===== config.mk =====
export PLATFORM = sky130hd
export DESIGN_NAME = rx_status_ctrl
export DESIGN_NICKNAME = d
export VERILOG_FILES = /design/src/rtl/rxs_pkg.sv /design/src/rtl/rxs_parity.sv /design/src/rtl/rxs_data_path.sv /design/src/rtl/rxs_flag_bank.sv /design/src/rtl/rx_status_ctrl.sv
export SDC_FILE = /design/constraint.sdc
export NUM_CORES = 1
export LEC_CHECK = 0
export BUFFER_PORTS_ARGS = -buffer_cell sky130_fd_sc_hd__buf_4
export CAP_MARGIN = 10
export CORE_MARGIN = 2
export CORE_UTILIZATION = 25
export CTS_CLUSTER_DIAMETER = 50
export DETAILED_ROUTE_END_ITERATION = 10
export GPL_TIMING_DRIVEN = 1
export PLACE_DENSITY = 0.5
export SYNTH_ARGS = -nofsm -noshare
export SYNTH_HDL_FRONTEND = slang
export SYNTH_SLANG_ARGS = --single-unit

===== constraint.sdc =====
create_clock -name clk -period 1.91 [get_ports clk]
set_input_delay 0.191 -clock clk [delete_from_list [all_inputs] [get_ports clk]]
set_output_delay 0.191 -clock clk [all_outputs]
set_load 0.05 [all_outputs]

===== src/rtl/rxs_pkg.sv =====
package rxs_pkg;
   localparam int NFLAG   = 6;
   localparam int FL_DRDY = 0;
   localparam int FL_CTRL = 1;
   localparam int FL_PERR = 2;
   localparam int FL_OVR  = 3;
   localparam int FL_BLK  = 4;
   localparam int FL_SYNC = 5;
   // flags cleared by write-one (1) versus by a read side effect (0)
   localparam logic [NFLAG-1:0] W1C_MASK = 6'b111100;

   typedef enum logic [2:0] {
      RA_DATA = 3'd0,
      RA_CTRL = 3'd1,
      RA_STAT = 3'd2,
      RA_CLR  = 3'd3,
      RA_EN   = 3'd4
   } reg_addr_e;
endpackage


===== src/rtl/rxs_parity.sv =====
module rxs_parity #(
   parameter int WORD_W   = 32,
   parameter int PAR_LO   = 4,
   parameter int PAR_IMPL = 0
) (
   input  logic [WORD_W-1:0] word,
   output logic              odd
);
   localparam int SPAN = WORD_W - PAR_LO;

   initial begin
      if (PAR_LO < 0 || PAR_LO >= WORD_W) $error("rxs_parity: PAR_LO out of range");
      if (PAR_IMPL != 0 && PAR_IMPL != 1) $error("rxs_parity: PAR_IMPL must be 0 or 1");
   end

   logic [SPAN-1:0] field;
   assign field = word[WORD_W-1:PAR_LO];

   generate
      if (PAR_IMPL == 0) begin : g_reduce
         assign odd = ^field;
      end else begin : g_chain
         always_comb begin
            odd = 1'b0;
            for (int i = 0; i < SPAN; i++) odd = odd ^ field[i];
         end
      end
   endgenerate
endmodule


===== src/rtl/rxs_data_path.sv =====
module rxs_data_path #(
   parameter int WORD_W = 32
) (
   input  logic              clk,
   input  logic              rst_n,
   input  logic              in_valid,
   input  logic [WORD_W-1:0] in_word,
   input  logic              pop,
   output logic [WORD_W-1:0] dr_word,
   output logic              dr_full,
   output logic              hold_full,
   output logic              load_evt,
   output logic              ovr_evt
);
   logic [WORD_W-1:0] hold_word;
   logic move, direct, to_hold, hold_free;

   assign move      = hold_full && !dr_full;
   assign hold_free = !hold_full || move;
   assign direct    = in_valid && !dr_full && !hold_full;
   assign to_hold   = in_valid && !direct && hold_free;
   assign ovr_evt   = in_valid && dr_full && hold_full;
   assign load_evt  = direct || move;

   always_ff @(posedge clk) begin
      if (!rst_n) begin
         dr_full   <= 1'b0;
         hold_full <= 1'b0;
         dr_word   <= '0;
         hold_word <= '0;
      end else begin
         if (direct) begin
            dr_word <= in_word;
            dr_full <= 1'b1;
         end else if (move) begin
            dr_word <= hold_word;
            dr_full <= 1'b1;
         end else if (pop) begin
            dr_full <= 1'b0;
         end
         if (to_hold) begin
            hold_word <= in_word;
            hold_full <= 1'b1;
         end else if (move) begin
            hold_full <= 1'b0;
         end
      end
   end
endmodule


===== src/rtl/rxs_flag_bank.sv =====
module rxs_flag_bank #(
   parameter int            N    = 6,
   parameter logic [N-1:0]  MASK = '0
) (
   input  logic         clk,
   input  logic         rst_n,
   input  logic [N-1:0] set_vec,
   input  logic [N-1:0] wclr_vec,
   input  logic [N-1:0] rclr_vec,
   input  logic [N-1:0] en_vec,
   output logic [N-1:0] flags,
   output logic         irq
);
   generate
      for (genvar i = 0; i < N; i++) begin : g_flag
         logic clr;
         if (MASK[i]) begin : g_w1c
            assign clr = wclr_vec[i];
         end else begin : g_rdc
            assign clr = rclr_vec[i];
         end
         always_ff @(posedge clk) begin
            if (!rst_n) flags[i] <= 1'b0;
            else        flags[i] <= set_vec[i] | (flags[i] & ~clr);
         end
      end
   endgenerate

   assign irq = |(flags & en_vec);
endmodule


===== src/rtl/rx_status_ctrl.sv =====
module rx_status_ctrl
   import rxs_pkg::*;
#(
   parameter int WORD_W   = 32,
   parameter int PAR_LO   = 4,
   parameter int CTRL_W   = 32,
   parameter int ADDR_W   = 3,
   parameter int BUS_W    = 32,
   parameter int PAR_IMPL = 0
) (
   input  logic              clk,
   input  logic              rst_n,
   input  logic              word_valid,
   input  logic [WORD_W-1:0] word_in,
   input  logic              sync_pulse,
   input  logic              blk_pulse,
   input  logic              ctrl_valid,
   input  logic [CTRL_W-1:0] ctrl_in,
   input  logic              bus_wr,
   input  logic              bus_rd,
   input  logic [ADDR_W-1:0] bus_addr,
   input  logic [BUS_W-1:0]  bus_wdata,
   output logic [BUS_W-1:0]  bus_rdata,
   output logic              irq
);
   initial begin
      if (ADDR_W < 3)      $error("rx_status_ctrl: ADDR_W must be at least 3");
      if (BUS_W < NFLAG)   $error("rx_status_ctrl: BUS_W narrower than flag set");
      if (WORD_W > BUS_W)  $error("rx_status_ctrl: WORD_W wider than bus");
      if (CTRL_W > BUS_W)  $error("rx_status_ctrl: CTRL_W wider than bus");
   end

   logic sel_data, sel_ctrl, sel_stat, sel_clr, sel_en;
   assign sel_data = bus_addr == ADDR_W'(RA_DATA);
   assign sel_ctrl = bus_addr == ADDR_W'(RA_CTRL);
   assign sel_stat = bus_addr == ADDR_W'(RA_STAT);
   assign sel_clr  = bus_addr == ADDR_W'(RA_CLR);
   assign sel_en   = bus_addr == ADDR_W'(RA_EN);

   logic rd_data, rd_ctrl, wr_clr, wr_en;
   assign rd_data = bus_rd && sel_data;
   assign rd_ctrl = bus_rd && sel_ctrl;
   assign wr_clr  = bus_wr && sel_clr;
   assign wr_en   = bus_wr && sel_en;

   logic [WORD_W-1:0] dr_word;
   logic dr_full, hold_full, load_evt, ovr_evt, par_odd;

   rxs_data_path #(.WORD_W(WORD_W)) path_i (
      .clk(clk), .rst_n(rst_n), .in_valid(word_valid), .in_word(word_in),
      .pop(rd_data), .dr_word(dr_word), .dr_full(dr_full),
      .hold_full(hold_full), .load_evt(load_evt), .ovr_evt(ovr_evt)
   );

   rxs_parity #(.WORD_W(WORD_W), .PAR_LO(PAR_LO), .PAR_IMPL(PAR_IMPL)) par_i (
      .word(word_in), .odd(par_odd)
   );

   logic [CTRL_W-1:0] ctrl_q;
   logic [NFLAG-1:0]  en_q, flags_q, set_vec, wclr_vec, rclr_vec;

   always_ff @(posedge clk) begin
      if (!rst_n) begin
         ctrl_q <= '0;
         en_q   <= '0;
      end else begin
         if (ctrl_valid) ctrl_q <= ctrl_in;
         if (wr_en)      en_q   <= bus_wdata[NFLAG-1:0];
      end
   end

   always_comb begin
      set_vec          = '0;
      set_vec[FL_DRDY] = load_evt;
      set_vec[FL_CTRL] = ctrl_valid;
      set_vec[FL_PERR] = word_valid && par_odd;
      set_vec[FL_OVR]  = ovr_evt;
      set_vec[FL_BLK]  = blk_pulse;
      set_vec[FL_SYNC] = sync_pulse;
      wclr_vec         = wr_clr ? bus_wdata[NFLAG-1:0] : '0;
      rclr_vec          = '0;
      rclr_vec[FL_DRDY] = rd_data;
      rclr_vec[FL_CTRL] = rd_ctrl;
   end

   rxs_flag_bank #(.N(NFLAG), .MASK(W1C_MASK)) flags_i (
      .clk(clk), .rst_n(rst_n), .set_vec(set_vec), .wclr_vec(wclr_vec),
      .rclr_vec(rclr_vec), .en_vec(en_q), .flags(flags_q), .irq(irq)
   );

   always_comb begin
      bus_rdata = '0;
      if (sel_data)      bus_rdata[WORD_W-1:0] = dr_word;
      else if (sel_ctrl) bus_rdata[CTRL_W-1:0] = ctrl_q;
      else if (sel_stat) bus_rdata[NFLAG-1:0]  = flags_q;
      else if (sel_en)   bus_rdata[NFLAG-1:0]  = en_q;
   end
endmodule


==> flow_summary.json <==
{
  "status": "completed",
  "synthSimpleGateAreaFrac_pct": 15.4,
  "layout_common_cells": "124 x buf_4, 110 x dfxtp_1, 105 x nand2_1",
  "start_util_pct": 25.4,
  "syn_inst": 543,
  "power_density_nw_per_um2": 839,
  "track_usage_pct": 13.4,
  "grt_pass1_wl_mm": 22.6,
  "area_growth_pct": 28.2,
  "critPathKind": "in -> out",
  "worstMarginPinSlew_ns": 0.624,
  "ant_nets": 0,
  "post_drt_wl_per_cell_um": 15.4,
  "gp_congestion": 0.767,
  "synth_mux_area_share_pct": 14.8,
  "synth_area_leaders": "dfxtp_1 43%, mux2i_1 15%, nand2_1 7.7%",
  "hpwlAfterDp_mm": 10.1,
  "p_comb_share_pct": 20.3,
  "p_leak_nw": 2.98,
  "pwr-share-clk_pct": 32.9,
  "reg2reg_depth": 5,
  "synth_edf_count": 0,
  "path_max_fanout": 15,
  "drc": 0,
  "antenna_cells": 0,
  "setup_violations": 0,
  "synth_top_family_by_area": "compound AO/OA/AOI/OAI gates",
  "synth_top_area_cell": "dfxtp_1",
  "layout-drive-gt1-share_pct": 22.6,
  "vdd_drop_max_mv": 0.418,
  "top_layer": "met4",
  "synth_ff_type": "dfxtp_1",
  "synth_fa_ha_area_share_pct": 0,
  "report.final.slew_viol_count": 0,
  "tns_ns": 0,
  "final_area_um2": 6570,
  "finalNetCount": 745,
  "power_switching_mw": 1.54,
  "fin_crit_sh_pct": 86.7,
  "drt_iter0_markers": 161,
  "pin_count": 140,
  "drt-total-wl_mm": 14.0,
  "skew_ns": 0.0108,
  "hold_depth": 3,
  "avgSynthCellArea_um2": 9.44,
  "critPathArrivalTime_ns": 1.47,
  "wl_met1_mm": 6.39,
  "slew_headroom_pct": 58.4,
  "max_freq_ghz": 0.604,
  "seqPwrFrac_pct": 46.7,
  "io_buffers": 113,
  "die_w_um": 147,
  "cts_resized": 0,
  "synthXorXnorAreaFrac_pct": 4.98,
  "synth_nets": 650,
  "globalRouteOverflowTotal": 0,
  "row_count": 52,
  "dp.cells": 897,
  "h-tree-depth": 3,
  "end_kind": "output port",
  "synth_compound_area_share_pct": 18.4,
  "dr_wl_met2_mm": 6.38,
  "yosys.area.top_type_share_pct": 43.0,
  "crit_required_ns": 1.72,
  "critPathLaunchType": "primary input",
  "netlist_area_um2": 5130,
  "viasPerCell": 4.48,
  "stdcell_count": 913,
  "drv_cap": 0,
  "numCtsBuffers": 9,
  "cts.sink_count": 110,
  "ys_types": 28,
  "core-area_um2": 20200,
  "holdBufCountCts": 0,
  "r2r-end": "path_i.dr_word[23]",
  "vias": 4089,
  "worstHoldEndpoint": "flags_i.flags[5]",
  "antenna_found_initial": 0,
  "placed_cell_area_um2": 6300,
  "cts_tree": "yes",
  "ys_seq_area_share_pct": 43.0,
  "finalPower_mw": 5.52,
  "clk_pin_slew_worst_paths_ns": 0.07,
  "ys_seq_elements": 110,
  "r2r_start": "path_i.hold_full",
  "reg2reg_slack_ns": 0.35,
  "p_int_mw": 3.97,
  "wl_met3_um": 987,
  "cts_root_buf": "clkbuf_16",
  "cts_buffer_depth": 2,
  "dr.pass1.iters": 4,
  "clk_latency_ns": 0.36,
  "die_area_um2": 21700,
  "grt_max_degree": 51,
  "grt_pass1_vias": 4172,
  "async_flop_share_pct": 0,
  "hp-class": "in -> reg",
  "rsz0062_at_grt": "no",
  "switching_share_pct": 28.0,
  "layout_commonest_cell": "buf_4",
  "cts_setup_buffers": 0,
  "min_from": "sync_pulse",
  "period_minus_slack_ns": 1.66,
  "fp.dieH_um": 147,
  "yosysWarnings": 0,
  "hold_violations": 0
}
[layout make-up]
type | instances | area, um2
Timing Repair Buffer | 127 | 991
Clock inverter | 2 | 13.8
Fill cell | 2121 | 13600
Tap cell | 270 | 338
Multi-Input combinational cell | 390 | 2770
Sequential cell | 110 | 2200
Clock buffer | 14 | 264
[how the worst max path moves through the flow]
stage	end	start	slack, ns
floorplan	bus_rdata[0]	bus_addr[1]	0.07
global placement	flags_i.flags[2]	word_in[9]	0.06
detailed placement	flags_i.flags[2]	word_in[9]	0.08
CTS	bus_rdata[12]	bus_addr[1]	0.24
global route	bus_rdata[13]	bus_addr[0]	0.16
finish	bus_rdata[18]	bus_addr[1]	0.25
[logic make-up (layout without fill, tap and decap cells)]
group,Yosys count,count (layout)
AO/OA/AOI/OAI,117,117
flip-flops,110,110
XOR/XNOR,26,26
multiplexers,76,76
buffers and inverters,43,143
AND/OR/NAND/NOR,171,171
[power groups by stage]
stage               registers, mW  logic, mW  clock network [mW]
floorplan                    2.59      0.752                   0
global placement             2.62       1.13                   0
detailed placement           2.63       1.14                   0
CTS                          2.58       1.14                1.90
global route                 2.60       1.23                2.00
finish                       2.58       1.12                1.82
[critical path: stages]
cell and delay [ns]:
buf_4 0.15, or2_2 0.35, nor2_2 0.13, buf_4 0.26, a22o_1 0.18, buf_4 0.20
[per-layer routing]
layer / vias up / track usage, %
met4: 0 / 5.19
met5: - / 0
met2: 115 / 21.1
met1: 1889 / 17.4
li1: 2069 / -
met3: 16 / 3.91
[state kept, by name, indices dropped and copies added, names as in the netlist]
register	flops
ctrl_q	32
en_q	6
flags_i.flags	6
path_i.dr_full	1
path_i.dr_word	32
path_i.hold_full	1
path_i.hold_word	32
[synthesized netlist by cell type, types with 7 or more instances]
master    count
buf_2        13
xnor2_1      21
nor2b_1      45
o21ai_0       7
a21boi_0     33
dfxtp_1     110
nor2_1        9
a21oi_1      11
mux2i_1      76
a22o_1       26
nand2_1     105
clkbuf_1     28
o211a_1      32
[per-stage QoR]
stage	setup slack, ns	util [%]	hold slack (ns)
3_5_place_dp	0.0843	31.2	0.427
5_1_grt	0.158	32.6	0.0572
3_3_place_gp	0.0600	31.2	0.423
6_report	0.254	32.6	0.0622
4_1_cts	0.243	32.6	0.0445
2_1_floorplan	0.0750	-	0.324
No activity file was read; power rests on OpenSTA's default activity.
